==> config.mk <==
export PLATFORM = sky130hd
export DESIGN_NAME = dbg_runctl_regs
export DESIGN_NICKNAME = d
export VERILOG_FILES = /design/src/rtl/dbg_runctl_pkg.sv /design/src/rtl/dbg_lock_gate.sv /design/src/rtl/dbg_status_reg.sv /design/src/rtl/dbg_pwr_status.sv /design/src/rtl/dbg_req_pulse.sv /design/src/rtl/dbg_runctl_regs.sv
export SDC_FILE = /design/constraint.sdc
export NUM_CORES = 1
export LEC_CHECK = 0
export BUFFER_PORTS_ARGS = -buffer_cell sky130_fd_sc_hd__buf_2
export CAP_MARGIN = 10
export CELL_PAD_IN_SITES_DETAIL_PLACEMENT = 1
export CELL_PAD_IN_SITES_GLOBAL_PLACEMENT = 1
export CORE_AREA = 4 4 64 109
export CTS_BUF_LIST = sky130_fd_sc_hd__clkbuf_4
export CTS_CLUSTER_SIZE = 14
export DETAILED_ROUTE_END_ITERATION = 16
export DIE_AREA = 0 0 68 113
export PLACE_DENSITY = 0.81
export SYNTH_ARGS = -nofsm -noshare
export SYNTH_HDL_FRONTEND = slang
export SYNTH_SLANG_ARGS = --single-unit
==> constraint.sdc <==
create_clock -name clk -period 1.3 [get_ports clk]
set_input_delay 0.195 -clock clk [delete_from_list [all_inputs] [get_ports clk]]
set_output_delay 0.195 -clock clk [all_outputs]
set_load 0.02 [all_outputs]
==> src/rtl/dbg_runctl_pkg.sv <==
package dbg_runctl_pkg;

    localparam int DATA_W = 32;
    localparam int ADDR_W = 3;

    // Word offsets
    localparam logic [ADDR_W-1:0] OFS_STATUS  = ADDR_W'(0);
    localparam logic [ADDR_W-1:0] OFS_RUNCTL  = ADDR_W'(1);
    localparam logic [ADDR_W-1:0] OFS_VCATCH  = ADDR_W'(2);
    localparam logic [ADDR_W-1:0] OFS_PWRST   = ADDR_W'(3);
    localparam logic [ADDR_W-1:0] OFS_LOCKKEY = ADDR_W'(4);
    localparam logic [ADDR_W-1:0] OFS_LOCKST  = ADDR_W'(5);

    localparam logic [DATA_W-1:0] UNLOCK_KEY = 32'hC5AC_CE55;

    // Run-control command bits
    localparam int RC_HALT    = 0;
    localparam int RC_RESTART = 1;
    localparam int RC_CLREXC  = 2;
    localparam int RC_CLRPIPE = 3;
    localparam int RC_CANCEL  = 4;

    // Status bit positions
    localparam int ST_RXFULL  = 31;
    localparam int ST_TXFULL  = 30;
    localparam int ST_PIPEADV = 25;
    localparam int ST_MODE_LO = 20;
    localparam int ST_CTL_LO  = 10;
    localparam int ST_UND     = 8;
    localparam int ST_AABT    = 7;
    localparam int ST_SABT    = 6;
    localparam int ST_ENTRY_LO = 2;
    localparam int ST_RESTART = 1;
    localparam int ST_HALTED  = 0;

    localparam int CTL_W   = 6;
    localparam int ENTRY_W = 4;
    localparam int VC_W    = 8;
    localparam logic [VC_W-1:0] VCATCH_MASK_DEF = 8'hDF;
    localparam int NUM_REQ = 3;

    typedef enum logic [1:0] {
        XFER_NONBLOCK = 2'd0,
        XFER_STALL    = 2'd1,
        XFER_FAST     = 2'd2,
        XFER_RSVD     = 2'd3
    } xfer_mode_e;

    typedef enum logic [ENTRY_W-1:0] {
        ENTRY_HALTREQ   = 4'd0,
        ENTRY_BKPT      = 4'd1,
        ENTRY_BKPT_INSN = 4'd3,
        ENTRY_EXTERNAL  = 4'd4,
        ENTRY_WATCH     = 4'd10
    } entry_code_e;

    typedef struct packed {
        logic rd_status;
        logic rd_pwr;
        logic wr_status;
        logic wr_runctl;
        logic wr_vcatch;
        logic wr_lock;
    } access_t;

    typedef struct packed {
        logic       rx_full;
        logic       tx_full;
        logic       pipe_adv;
        xfer_mode_e mode;
        logic [CTL_W-1:0] ctl;
        logic [2:0] exc;       // {und, async, sync}
        logic [ENTRY_W-1:0] entry;
        logic       restarted;
        logic       halted;
    } status_t;

    function automatic access_t decode_access(
        input logic sel, input logic wr, input logic [ADDR_W-1:0] addr);
        access_t a;
        a.rd_status = sel && !wr && (addr == OFS_STATUS);
        a.rd_pwr    = sel && !wr && (addr == OFS_PWRST);
        a.wr_status = sel && wr && (addr == OFS_STATUS);
        a.wr_runctl = sel && wr && (addr == OFS_RUNCTL);
        a.wr_vcatch = sel && wr && (addr == OFS_VCATCH);
        a.wr_lock   = sel && wr && (addr == OFS_LOCKKEY);
        return a;
    endfunction

    function automatic logic [DATA_W-1:0] pack_status(input status_t s);
        logic [DATA_W-1:0] w;
        w = '0;
        w[ST_RXFULL]  = s.rx_full;
        w[ST_TXFULL]  = s.tx_full;
        w[ST_PIPEADV] = s.pipe_adv;
        w[ST_MODE_LO +: 2] = s.mode;
        w[ST_CTL_LO +: CTL_W] = s.ctl;
        w[ST_UND]  = s.exc[2];
        w[ST_AABT] = s.exc[1];
        w[ST_SABT] = s.exc[0];
        w[ST_ENTRY_LO +: ENTRY_W] = s.entry;
        w[ST_RESTART] = s.restarted;
        w[ST_HALTED]  = s.halted;
        return w;
    endfunction

endpackage

==> src/rtl/dbg_lock_gate.sv <==
module dbg_lock_gate
    import dbg_runctl_pkg::*;
(
    input  logic              clk,
    input  logic              rst,
    input  logic              bus_sel,
    input  logic              bus_wr,
    input  logic [ADDR_W-1:0] bus_addr,
    input  logic [DATA_W-1:0] bus_wdata,
    output access_t           acc_o,
    output logic              locked_o
);
    access_t raw;
    logic    locked_q;

    always_comb begin
        raw = decode_access(bus_sel, bus_wr, bus_addr);
        acc_o = raw;
        acc_o.wr_status = raw.wr_status && !locked_q;
        acc_o.wr_runctl = raw.wr_runctl && !locked_q;
        acc_o.wr_vcatch = raw.wr_vcatch && !locked_q;
    end

    always_ff @(posedge clk) begin
        if (rst)
            locked_q <= 1'b1;
        else if (raw.wr_lock)
            locked_q <= (bus_wdata != UNLOCK_KEY);
    end

    assign locked_o = locked_q;
endmodule

==> src/rtl/dbg_status_reg.sv <==
module dbg_status_reg
    import dbg_runctl_pkg::*;
(
    input  logic               clk,
    input  logic               rst,
    input  logic               rd_i,
    input  logic               wr_i,
    input  logic [1:0]         wr_mode_i,
    input  logic [CTL_W-1:0]   wr_ctl_i,
    input  logic               clr_exc_i,
    input  logic               clr_pipe_i,
    input  logic               restart_cmd_i,
    input  logic               core_halted_i,
    input  logic [ENTRY_W-1:0] core_entry_i,
    input  logic               core_restarted_i,
    input  logic               core_instr_i,
    input  logic [2:0]         exc_set_i,
    input  logic               rx_fill_i,
    input  logic               tx_fill_i,
    output logic [DATA_W-1:0]  status_o
);
    status_t s_q;
    logic    halted_prev_q;
    logic    halt_rise;

    assign halt_rise = core_halted_i && !halted_prev_q;

    always_ff @(posedge clk) begin
        if (rst) begin
            s_q.rx_full   <= 1'b0;
            s_q.tx_full   <= 1'b0;
            s_q.pipe_adv  <= 1'b0;
            s_q.mode      <= XFER_NONBLOCK;
            s_q.ctl       <= '0;
            s_q.exc       <= '0;
            s_q.entry     <= '0;
            s_q.restarted <= 1'b1;
            s_q.halted    <= 1'b0;
            halted_prev_q <= 1'b0;
        end else begin
            halted_prev_q <= core_halted_i;
            s_q.halted    <= 1'b0;
            s_q.rx_full   <= rx_fill_i || (s_q.rx_full && !rd_i);
            s_q.tx_full   <= tx_fill_i || (s_q.tx_full && !rd_i);
            s_q.pipe_adv  <= core_instr_i || (s_q.pipe_adv && !clr_pipe_i);
            s_q.exc       <= exc_set_i | (s_q.exc & {3{!clr_exc_i}});
            if (wr_i) begin
                s_q.ctl <= wr_ctl_i;
                if (xfer_mode_e'(wr_mode_i) != XFER_RSVD)
                    s_q.mode <= xfer_mode_e'(wr_mode_i);
            end
            if (halt_rise)
                s_q.entry <= core_entry_i;
            if (core_restarted_i)
                s_q.restarted <= 1'b1;
            else if (halt_rise || restart_cmd_i)
                s_q.restarted <= 1'b0;
        end
    end

    always_comb begin
        status_t view;
        view = s_q;
        view.halted = core_halted_i;
        status_o = pack_status(view);
    end
endmodule

==> src/rtl/dbg_pwr_status.sv <==
module dbg_pwr_status
    import dbg_runctl_pkg::*;
(
    input  logic              clk,
    input  logic              rst,
    input  logic              rd_i,
    input  logic              in_reset_i,
    input  logic              pwr_down_i,
    output logic [DATA_W-1:0] word_o
);
    logic sticky_rst_q;
    logic sticky_pd_q;

    always_ff @(posedge clk) begin
        if (rst) begin
            sticky_rst_q <= 1'b0;
            sticky_pd_q  <= 1'b0;
        end else begin
            sticky_rst_q <= in_reset_i || (sticky_rst_q && !rd_i);
            sticky_pd_q  <= pwr_down_i || (sticky_pd_q && !rd_i);
        end
    end

    assign word_o = {{(DATA_W-4){1'b0}}, sticky_rst_q, in_reset_i, sticky_pd_q, pwr_down_i};
endmodule

==> src/rtl/dbg_req_pulse.sv <==
module dbg_req_pulse #(
    parameter int NUM = 3
) (
    input  logic           clk,
    input  logic           rst,
    input  logic [NUM-1:0] fire_i,
    output logic [NUM-1:0] pulse_o
);
    for (genvar g = 0; g < NUM; g++) begin : g_req
        logic q;
        always_ff @(posedge clk) begin
            if (rst) q <= 1'b0;
            else     q <= fire_i[g];
        end
        assign pulse_o[g] = q;
    end
endmodule

==> src/rtl/dbg_runctl_regs.sv <==
module dbg_runctl_regs
    import dbg_runctl_pkg::*;
#(
    parameter logic [VC_W-1:0] VCATCH_MASK = VCATCH_MASK_DEF
) (
    input  logic               clk,
    input  logic               rst,
    input  logic               bus_sel,
    input  logic               bus_wr,
    input  logic [ADDR_W-1:0]  bus_addr,
    input  logic [DATA_W-1:0]  bus_wdata,
    output logic [DATA_W-1:0]  bus_rdata,
    input  logic               core_halted_i,
    input  logic [ENTRY_W-1:0] core_entry_i,
    input  logic               core_restarted_i,
    input  logic               core_instr_i,
    input  logic               core_und_i,
    input  logic               core_async_abt_i,
    input  logic               core_sync_abt_i,
    input  logic               core_rx_fill_i,
    input  logic               core_tx_fill_i,
    input  logic               core_in_reset_i,
    input  logic               core_pwr_down_i,
    output logic               halt_req_o,
    output logic               restart_req_o,
    output logic               cancel_req_o,
    output logic [VC_W-1:0]    vcatch_o
);
    access_t           acc;
    logic              locked;
    logic [DATA_W-1:0] status_word;
    logic [DATA_W-1:0] pwr_word;
    logic [VC_W-1:0]   vcatch_q;
    logic [NUM_REQ-1:0] req_fire;
    logic [NUM_REQ-1:0] req_pulse;

    dbg_lock_gate u_lock (
        .clk(clk), .rst(rst),
        .bus_sel(bus_sel), .bus_wr(bus_wr), .bus_addr(bus_addr), .bus_wdata(bus_wdata),
        .acc_o(acc), .locked_o(locked)
    );

    dbg_status_reg u_status (
        .clk(clk), .rst(rst),
        .rd_i(acc.rd_status),
        .wr_i(acc.wr_status),
        .wr_mode_i(bus_wdata[ST_MODE_LO +: 2]),
        .wr_ctl_i(bus_wdata[ST_CTL_LO +: CTL_W]),
        .clr_exc_i(acc.wr_runctl && bus_wdata[RC_CLREXC]),
        .clr_pipe_i(acc.wr_runctl && bus_wdata[RC_CLRPIPE]),
        .restart_cmd_i(acc.wr_runctl && bus_wdata[RC_RESTART]),
        .core_halted_i(core_halted_i),
        .core_entry_i(core_entry_i),
        .core_restarted_i(core_restarted_i),
        .core_instr_i(core_instr_i),
        .exc_set_i({core_und_i, core_async_abt_i, core_sync_abt_i}),
        .rx_fill_i(core_rx_fill_i),
        .tx_fill_i(core_tx_fill_i),
        .status_o(status_word)
    );

    dbg_pwr_status u_pwr (
        .clk(clk), .rst(rst),
        .rd_i(acc.rd_pwr),
        .in_reset_i(core_in_reset_i),
        .pwr_down_i(core_pwr_down_i),
        .word_o(pwr_word)
    );

    assign req_fire = {NUM_REQ{acc.wr_runctl}} &
                      {bus_wdata[RC_CANCEL], bus_wdata[RC_RESTART], bus_wdata[RC_HALT]};

    dbg_req_pulse #(.NUM(NUM_REQ)) u_req (
        .clk(clk), .rst(rst), .fire_i(req_fire), .pulse_o(req_pulse)
    );

    assign halt_req_o    = req_pulse[0];
    assign restart_req_o = req_pulse[1];
    assign cancel_req_o  = req_pulse[2];

    always_ff @(posedge clk) begin
        if (rst)
            vcatch_q <= '0;
        else if (acc.wr_vcatch)
            vcatch_q <= bus_wdata[VC_W-1:0] & VCATCH_MASK;
    end
    assign vcatch_o = vcatch_q;

    always_comb begin
        bus_rdata = '0;
        if (bus_sel) begin
            case (bus_addr)
                OFS_STATUS: bus_rdata = status_word;
                OFS_VCATCH: bus_rdata = {{(DATA_W-VC_W){1'b0}}, vcatch_q};
                OFS_PWRST:  bus_rdata = pwr_word;
                OFS_LOCKST: bus_rdata = {{(DATA_W-3){1'b0}}, 1'b1, locked, 1'b1};
                default:    bus_rdata = '0;
            endcase
        end
    end
endmodule

==> results of run 1 <==
-- report_power, final --
part	switching [mW]	total [mW]	leakage, nW	internal (mW)
Sequential	0.0182	1.06	0.273	1.04
Clock	0.354	0.949	0.0552	0.595
Combinational	0.191	0.373	1.01	0.183
Total	0.563	2.38	1.34	1.82
-- repair_timing --
action	in CTS	in global routing
gates resized for setup	51	43
pin swaps	7	21
endpoints found under the hold margin	0	0
endpoints found under the setup margin	21	38
gates cloned	2	0
buffers inserted	5	3
-- metrics by stage --
step                      power (mW)  area [µm²]  utilization (%)  hold WS (ns)
after CTS                       2.40        2580             41.8        0.0417
after floorplan                 1.27        1760                -         0.306
after detailed placement        1.41        2300             37.2         0.400
after global placement          1.39        2300             37.2         0.394
after global routing            2.50        2750             44.4        0.0436
final                           2.38        2750             44.4        0.0591
-- cells by family (layout without fill, tap and decap cells) --
logic type | count (synthesis) | count (layout)
other | 1 | 13
muxes | 24 | 24
DFF | 33 | 33
buffers and inverters | 25 | 127
AOI/OAI and AO/OA | 19 | 19
and+or+nand+nor | 86 | 86
-- registers in the layout, indices dropped and copies added (netlist names) --
| signal | cells |
|---|---|
| u_status.status_o | 19 |
| vcatch_o | 7 |
| u_req.g_req.q | 3 |
| u_lock.locked_o | 1 |
| u_pwr.sticky_pd_q | 1 |
| u_pwr.sticky_rst_q | 1 |
| u_status.halted_prev_q | 1 |
-- area by class of cell --
type	count	area (µm²)
Fill cell	752	3440
Multi-Input combinational cell	142	1020
Timing Repair Buffer	117	836
Sequential cell	33	674
Tap cell	80	100
Clock inverter	3	65.1
Clock buffer	5	37.5
Inverter	2	7.51
-- worst max-delay path: cells and delay by family, from the launching register on --
kind | cells | cell delay (ns)
compound gates | 2 | 0.20
mux | 1 | 0.26
simple gates | 1 | 0.14
flops | 1 | 0.35
buf+inv | 1 | 0.12
-- how the worst max path moves through the flow --
stage / from / to / slack [ns] / depth (start not counted)
CTS: vcatch_o[2] / bus_rdata[2] / -0.33 / 5
floorplan: bus_addr[2] / bus_rdata[10] / 0.004 / 4
detailed placement: bus_addr[1] / bus_rdata[25] / -0.19 / 5
finish: vcatch_o[2] / bus_rdata[2] / -0.31 / 5
global placement: bus_wdata[1] / u_lock.locked_o / -0.13 / 6
global route: vcatch_o[2] / bus_rdata[2] / -0.37 / 5
-- routing by layer --
metal / routed length, µm / up-vias / global-route usage, %
met5: 0 / - / 0
met4: 200 / 0 / 7.04
met3: 286 / 14 / 2.98
met2: 3600 / 58 / 30.9
met1: 2130 / 842 / 15.8
li1: - / 849 / -
-- layout by cell type, fill, tap and decap left out, types with 3 or more instances in the layout --
cell / instances
sky130_fd_sc_hd__nand4_1: 6
sky130_fd_sc_hd__and2_1: 4
sky130_fd_sc_hd__nor4bb_1: 3
sky130_fd_sc_hd__buf_6: 26
sky130_fd_sc_hd__and2_4: 14
sky130_fd_sc_hd__a21oi_2: 3
sky130_fd_sc_hd__nor2b_1: 3
sky130_fd_sc_hd__conb_1: 13
sky130_fd_sc_hd__a21oi_1: 9
sky130_fd_sc_hd__dfxtp_2: 11
sky130_fd_sc_hd__nor2_1: 29
sky130_fd_sc_hd__nand4b_1: 3
sky130_fd_sc_hd__buf_2: 61
sky130_fd_sc_hd__buf_4: 28
sky130_fd_sc_hd__mux2i_1: 20
sky130_fd_sc_hd__a22oi_2: 3
sky130_fd_sc_hd__nor3_1: 3
sky130_fd_sc_hd__dfxtp_1: 22
sky130_fd_sc_hd__clkbuf_4: 6
==> impl_metrics.toml, run 1 <==
[status]
failing_checks = "negative setup slack"
outcome = "finished with violations"

[cts]
cts_hold_buf = 0
cts_tree = "built"
cts-buffers-inserted = 5
clock_tree.htree_level_count = 2
cts_root_buffer = "sky130_fd_sc_hd__clkbuf_4"
tritoncts_num_sinks = 33
clock_insertion_delay_worst_skew_ns = 0.32
cts-root-to-sink-buffers = 2
clk_transition_reported_paths_ns = 0.10

[synth]
synth_top_family_by_area = "simple AND/OR/NAND/NOR gates"
synth_area_leader_cell = "sky130_fd_sc_hd__dfxtp_1"
syn_inst = 188
synth.ff_latch_count = 33
synth_enable_flop_cells = 0
seq_area_frac_synth_pct = 38.5
syn_avg_cell_area_um2 = 9.14
syn_area_um2 = 1720
yosysMostFrequentCell = "sky130_fd_sc_hd__dfxtp_1"
synth.area.mux_share_pct = 14.2
yosys.cell_types.count = 35
synth_area_in_xor_xnor_pct = 0
complex_gate_fraction_of_the_synthesized_area_pct = 6.41
netlist.area_leader.share_pct = 38.5
yosysWarnings = 0
synth_simple_gate_area_share_pct = 30.9
async_reset_ff_share_pct = 0
synth_adder_area_share_pct = 0
synth.cells.most_frequent = "sky130_fd_sc_hd__dfxtp_1 (33), sky130_fd_sc_hd__nor2_1 (29), sky130_fd_sc_hd__mux2i_1 (21)"
netlist_top_cells_area = "sky130_fd_sc_hd__dfxtp_1 (38%), sky130_fd_sc_hd__mux2i_1 (12%), sky130_fd_sc_hd__buf_4 (7.0%)"
postSynth.topFlopCell = "sky130_fd_sc_hd__dfxtp_1"

[placement]
placement.io_buffers = 82
dp_cells = 364
dp_slack_ns = -0.191
place_congestion = 0.841
hpwl_um = 4630

[critical_path]
worstPathMaxFanout = 2
critical_path_required_ns = 1.11
timing.critical_path.arrival_ns = 1.41
reg2reg_setup_slack_ns = -0.11
cp_cell_sequence = "mux2_2, a22oi_2, o21ai_1, and2_4, buf_6"
slowest_stage = "sky130_fd_sc_hd__dfxtp_2"
regToRegEndpoint = "u_status.status_o[13]"
max_stage_delay_ns = 0.35
critical_path_class = "flop to primary output"
critical_path.startpoint_type = "flop"
reg2reg_depth = 6
reg2reg_from = "u_lock.locked_o"
end_kind = "primary output"

[worst_hold_path]
hold_path.class = "input pin to flop"
hold-path-cell-count = 2
hold_end = "u_status.status_o[1]"
min-delay-start = "core_restarted_i"

[sta]
setup-tns-final_ns = -3.08
final.setup.worst_slack_ns = -0.306
fin_skew_ns = 0.00371
final_cycle_utilization_of_the_critical_path_pct = 124
maxClockFrequency_mhz = 623
final.min_clock_period_ns = 1.61
slew_viol_final = 0
grt_setup_unrepaired = "true"
hold_violations = 0
report.final.setup_viol = 35

[floorplanning]
initial_core_util_pct = 27.8
placeableCoreArea_um2 = 6180
number_of_placed_i_o_pins = 96
placement_row_count = 38
die_area_um2 = 7680
dieHeight_um = 113
width_of_the_chip_um = 68

[final_layout]
finish.cell_count_without_fillers = 382
layout.nets = 354
drive_above_1_share_pct = 56.0
n_antenna_cell = 0
area_delta_synth_final_pct = 59.8

[pwr]
ir_drop_v = 0.000471
powerDensity_nw_per_um2 = 867
power_leakage_nw = 1.34

[routing]
via_count = 1763
post-route-drc-count = 0
detail_route.first_pass.iterations = 4
postRouteAntennaNets = 0
routedWlPerCell_um = 16.3
route.detailed.vias_per_inst = 4.62
routed_wirelength_um = 6220
dr.first_iter.drc_count = 20

[grt]
groute.usage.overall_pct = 16.1
grt_start_max_net_pins = 32
via_count_of_the_first_global_routing_pass = 1893
wire_length_of_the_first_global_routing_pass_um = 9210
grt_antenna_before_repair = 0
grt_overflow = 0

[flow_run]
drv.max_cap_violation_count = 0
Power figures use the tool's default switching activity.
==> inputs of run 2 (changes only) <==
BUFFER_PORTS_ARGS = not set   (was -buffer_cell sky130_fd_sc_hd__buf_2)
CORE_AREA = 4 4 54 93   (was 4 4 64 109)
DIE_AREA = 0 0 58 97   (was 0 0 68 113)
DONT_BUFFER_PORTS = 1   (was not set)
PLACE_DENSITY = 0.8   (was 0.81)
==> run 2 against run 1 <==
  * The flow finishes with violations (negative hold slack, negative setup slack)
  * Global-route usage increased by 1.7 points
  * Flip-flop and latch count unchanged
  * Clock skew increased by 0.010 ns
  * Sequential power about the same
  * First-iteration DRC count unchanged
  * Non-clock buffer count decreased by 86
  * Largest power group unchanged
  * Combinational power decreased by 41%
  * Fmax increased by 7.2%
  * Cell area decreased by 25%
  * Power decreased by 24%
==> impl_metrics.toml, run 2 (synthesis gave the netlist of run 1 again) <==
[grt]
wire_length_of_the_first_global_routing_pass_um = 7570
grt_start_max_net_pins = 29
via_count_of_the_first_global_routing_pass = 1504
grt_antenna_before_repair = 0
groute.usage.overall_pct = 17.9
grt_overflow = 0

[floorplanning]
number_of_placed_i_o_pins = 96
initial_core_util_pct = 39.7
placement_row_count = 32
dieHeight_um = 97
placeableCoreArea_um2 = 4320
die_area_um2 = 5630
width_of_the_chip_um = 58

[sta]
slew_viol_final = 0
grt_setup_unrepaired = "true"
worst_tran_pin_value_ns = 1.06
timing.slew.headroom_pct = 29.0
report.final.setup_viol = 18
hold_violations = 2
setup-tns-final_ns = -1.20
final.setup.worst_slack_ns = -0.198
fin_skew_ns = 0.0137
fin_hold_ws_ns = -0.00163
maxClockFrequency_mhz = 667
final_cycle_utilization_of_the_critical_path_pct = 115
final.min_clock_period_ns = 1.50

[pwr]
powerDensity_nw_per_um2 = 880
power_leakage_nw = 0.882
ir_drop_v = 0.000616

[critical_path]
critical_path_class = "flop to primary output"
end_kind = "primary output"
critical_path.startpoint_type = "flop"
worstPathMaxFanout = 2
critical_path_required_ns = 1.11
timing.critical_path.arrival_ns = 1.30

[cts]
cts_root_buffer = "sky130_fd_sc_hd__clkbuf_4"
cts-buffers-inserted = 5
tritoncts_num_sinks = 33
clk_transition_reported_paths_ns = 0.10
cts-root-to-sink-buffers = 2
clock_tree.htree_level_count = 2
cts_tree = "built"
clock_insertion_delay_worst_skew_ns = 0.33

[routing]
detail_route.first_pass.iterations = 4
routed_wirelength_um = 5190
routedWlPerCell_um = 19.5
via_count = 1412
route.detailed.vias_per_inst = 5.31
dr.first_iter.drc_count = 20
postRouteAntennaNets = 0
post-route-drc-count = 0

[status]
failing_checks = "negative hold slack, negative setup slack"
outcome = "finished with violations"

[final_layout]
layout.cells.most_common = "sky130_fd_sc_hd__nor2_1"
n_antenna_cell = 0
area_delta_synth_final_pct = 20.1
final_util_pct = 47.7
largest_reg_flops = 19
layout.nets = 268
most_frequent_cells_in_the_layout = "sky130_fd_sc_hd__nor2_1 (29), sky130_fd_sc_hd__dfxtp_1 (21), sky130_fd_sc_hd__mux2i_1 (20)"
drive_above_1_share_pct = 26.5

[placement]
place_congestion = 0.786
placement.io_buffers = 0
hpwl_um = 3820

[flow_run]
drv.max_cap_violation_count = 0

[worst_hold_path]
hold_path.class = "input pin to flop"
==> run 2: worst max-delay path, cell delays in order, from the launching register on <==
cell	delay (ns)
sky130_fd_sc_hd__dfxtp_2	0.33
sky130_fd_sc_hd__mux2_4	0.28
sky130_fd_sc_hd__a22oi_2	0.13
sky130_fd_sc_hd__o21ai_1	0.07
sky130_fd_sc_hd__and2_4	0.16
==> run 2: final cells by class <==
| class | count | area [µm²] |
|---|---|---|
| fill | 508 | 2260 |
| clock buffer | 6 | 45.0 |
| sequential | 33 | 678 |
| inverter | 2 | 7.51 |
| clock inverter | 1 | 3.75 |
| timing repair buffer | 31 | 277 |
| tap | 51 | 63.8 |
| multi-input combinational | 142 | 988 |
==> run 2: worst paths after layout <==
kind	startpoint	end	slack, ns	depth (start not counted)
worst max-delay path	vcatch_o[2]	bus_rdata[2]	-0.20	4
worst min-delay path	core_pwr_down_i	u_pwr.sticky_pd_q	-0.002	2
worst max register to register	u_lock.locked_o	vcatch_o[7]	-0.10	6
worst min register to register	u_status.status_o[20]	u_status.status_o[20]	0.48	1
==> run 2: report_power, final <==
part           internal, mW  total [mW]  leakage (nW)  switching (mW)
sequential             1.04        1.05         0.273          0.0157
combinational         0.102       0.220         0.580           0.118
clock                 0.217       0.543        0.0292           0.326
total                  1.36        1.82         0.882           0.459
==> run 2: repair_timing <==
action / in CTS / in global routing
hold buffers: 12 / 0
setup endpoints to repair: 7 / 36
resized for setup: 22 / 13
setup buffers: 0 / 0
pin swaps: 4 / 5
hold endpoints to repair: 31 / 0
gates cloned: 0 / 1
==> run 2: per-stage QoR <==
step                worst slack (ns)  power, mW  std cells  cell area, µm²
CTS                           -0.193       1.83        265            2010
global route                  -0.253       1.90        266            2060
detailed placement            0.0440       1.24        246            1800
floorplan                    0.00362       1.27        200            1760
global placement               0.108       1.23        246            1800
finish                        -0.198       1.82        266            2060
==> run 2: metal layers <==
| metal | wire length [µm] | vias up | GRT usage, % |
|---|---|---|---|
| li1 | - | 680 | - |
| met1 | 1730 | 666 | 17.1 |
| met2 | 2920 | 58 | 32.9 |
| met3 | 432 | 8 | 6.68 |
| met4 | 97 | 0 | 6.61 |
| met5 | 0 | - | 0 |
==> inputs of run 3 (changes only) <==
SETUP_SLACK_MARGIN = 0.15   (was not set)
==> run 3 against run 2 <==
  * The run ends with negative setup slack left
  * First-iteration DRC count is 35% lower
  * Largest power group unchanged
  * Sequential share of layout area is 1.9 points lower
  * Global-route usage is 1.1 points higher
  * Non-clock buffer count is 6 higher
  * Cell area is 6.3% higher
  * Critical endpoint is now bus_rdata[0]
  * Power is 1.2% higher
==> impl_metrics.toml, run 3 (synthesis gave the netlist of run 1 again) <==
[status]
outcome = "finished with violations"
failing_checks = "negative setup slack"

[floorplanning]
width_of_the_chip_um = 58
dieHeight_um = 97
placement_row_count = 32
number_of_placed_i_o_pins = 96
placeableCoreArea_um2 = 4320
die_area_um2 = 5630
initial_core_util_pct = 39.7

[cts]
cts_tree = "built"
clock_insertion_delay_worst_skew_ns = 0.33
clock_tree.htree_level_count = 2
clk_transition_reported_paths_ns = 0.10
tritoncts_num_sinks = 33
cts-root-to-sink-buffers = 2
cts_root_buffer = "sky130_fd_sc_hd__clkbuf_4"
cts-buffers-inserted = 5

[final_layout]
largest_reg_flops = 19
layout.cells.most_common = "sky130_fd_sc_hd__nor2_1"
drive_above_1_share_pct = 34.8
n_antenna_cell = 0
area_delta_synth_final_pct = 27.7
layout.nets = 274
layout.cell_area.non_filler_um2 = 2190
most_frequent_cells_in_the_layout = "sky130_fd_sc_hd__nor2_1 (28), sky130_fd_sc_hd__mux2i_1 (21), sky130_fd_sc_hd__dfxtp_1 (21)"

[sta]
final.min_clock_period_ns = 1.48
worst_tran_pin_value_ns = 1.07
report.final.setup_viol = 9
hold_violations = 0
fin_hold_ws_ns = 0.00906
grt_setup_unrepaired = "true"
timing.slew.headroom_pct = 28.6
final.setup.worst_slack_ns = -0.183
slew_viol_final = 0
maxClockFrequency_mhz = 674
fin_skew_ns = 0.00730
final_cycle_utilization_of_the_critical_path_pct = 114

[grt]
via_count_of_the_first_global_routing_pass = 1595
groute.usage.overall_pct = 18.9
grt_antenna_before_repair = 0
grt_start_max_net_pins = 29
wire_length_of_the_first_global_routing_pass_um = 8090
grt_overflow = 0

[placement]
postPlaceCellArea_um2 = 1840
hpwl_um = 3800
place_congestion = 0.850
dp_slack_ns = 0.0442
placement.io_buffers = 0

[routing]
route.detailed.vias_per_inst = 5.41
post-route-drc-count = 0
routedWlPerCell_um = 19.0
routed_wirelength_um = 5160
dr.first_iter.drc_count = 13
detail_route.first_pass.iterations = 4
postRouteAntennaNets = 0
via_count = 1471

[pwr]
total_power_mw = 1.84
power.switching_mw = 0.469
clockPowerShare_pct = 29.7
intPower_mw = 1.37
share_comb_of_total_power_pct = 12.9
seq_power_share_pct = 57.4
powerDensity_nw_per_um2 = 838
ir_drop_v = 0.000539
power_leakage_nw = 0.936
sw_frac_of_total_pct = 25.5

[critical_path]
critical_path_required_ns = 1.11
critical_path_class = "flop to primary output"
reg2reg_from = "u_lock.locked_o"
regToRegEndpoint = "u_status.status_o[7]"
critical_path.startpoint_type = "flop"
cp_cell_sequence = "mux2_4, a22oi_2, o21ai_1, and2_4"
slowest_stage = "sky130_fd_sc_hd__dfxtp_2"
timing.critical_path.arrival_ns = 1.29
crit_buf_inv = 0
critPathTopFamily = "flip-flops"
worstPathMaxFanout = 2
reg2reg_depth = 6
max_stage_delay_ns = 0.33
end_kind = "primary output"
cp-startpoint = "vcatch_o[0]"
reg2reg_setup_slack_ns = -0.03

[worst_hold_path]
hold-path-cell-count = 2
hold_end = "u_status.status_o[3]"
hold_path.class = "input pin to flop"
min-delay-start = "core_entry_i[1]"

[flow_run]
drv.max_cap_violation_count = 0
run 3: cell count changes in the layout (fill, tap and decap cells not counted), moves of 3 or more:
cell / change
sky130_fd_sc_hd__a21oi_2: +4
sky130_fd_sc_hd__buf_6: +3
sky130_fd_sc_hd__a21oi_1: -4
sky130_fd_sc_hd__dlygate4sd3_1: +4
sky130_fd_sc_hd__nor3_2: -3
sky130_fd_sc_hd__and2_2: +4
sky130_fd_sc_hd__nor3_1: +3
sky130_fd_sc_hd__and2_4: +11
sky130_fd_sc_hd__and2_1: -15
run 3: per-stage QoR:
| step | setup TNS (ns) | utilization (%) | cells |
|---|---|---|---|
| after global routing | -2.40 | 50.7 | 272 |
| after CTS | -2.44 | 49.3 | 270 |
| final | -0.645 | 50.7 | 272 |
| after global placement | 0 | 42.5 | 245 |
| after floorplan | 0 | - | 200 |
| after detailed placement | 0 | 42.5 | 245 |
run 3: what timing repair did:
item / CTS / global route
pin swaps: 13 / 7
hold buffers: 15 / 1
buffers inserted: 2 / 1
endpoints found under the hold margin: 31 / 1
cloned: 1 / 0
setup endpoints to repair: 23 / 43
resized for setup: 25 / 16
run 3: area by class of cell:
type,count,area (µm²)
sequential,33,678
multi-input combinational,142,1050
timing repair buffer,37,343
clock inverter,1,3.75
tap,51,63.8
clock buffer,6,45.0
inverter,2,7.51
fill,507,2130
run 3: worst max-delay path by stage:
stage / endpoint / slack, ns / cells after the start
global placement: u_status.status_o[11] / 0.13 / 5
detailed placement: u_status.status_o[15] / 0.04 / 5
floorplan: u_status.status_o[10] / 0.1 / 6
finish: bus_rdata[0] / -0.18 / 4
global route: bus_rdata[2] / -0.26 / 4
CTS: bus_rdata[0] / -0.20 / 4
run 3: routing by layer:
layer	global-route usage (%)	wire, µm	vias up
li1	-	-	694
met1	18.0	1630	693
met2	36.3	2930	66
met3	4.81	381	18
met4	7.68	219	0
met5	0	0	-
run 3: power groups by stage:
stage | clock network [mW] | logic [mW] | registers (mW)
6_report | 0.545 | 0.237 | 1.06
3_3_place_gp | 0 | 0.162 | 1.07
3_5_place_dp | 0 | 0.166 | 1.08
4_1_cts | 0.570 | 0.228 | 1.05
5_1_grt | 0.600 | 0.259 | 1.06
2_1_floorplan | 0 | 0.206 | 1.07
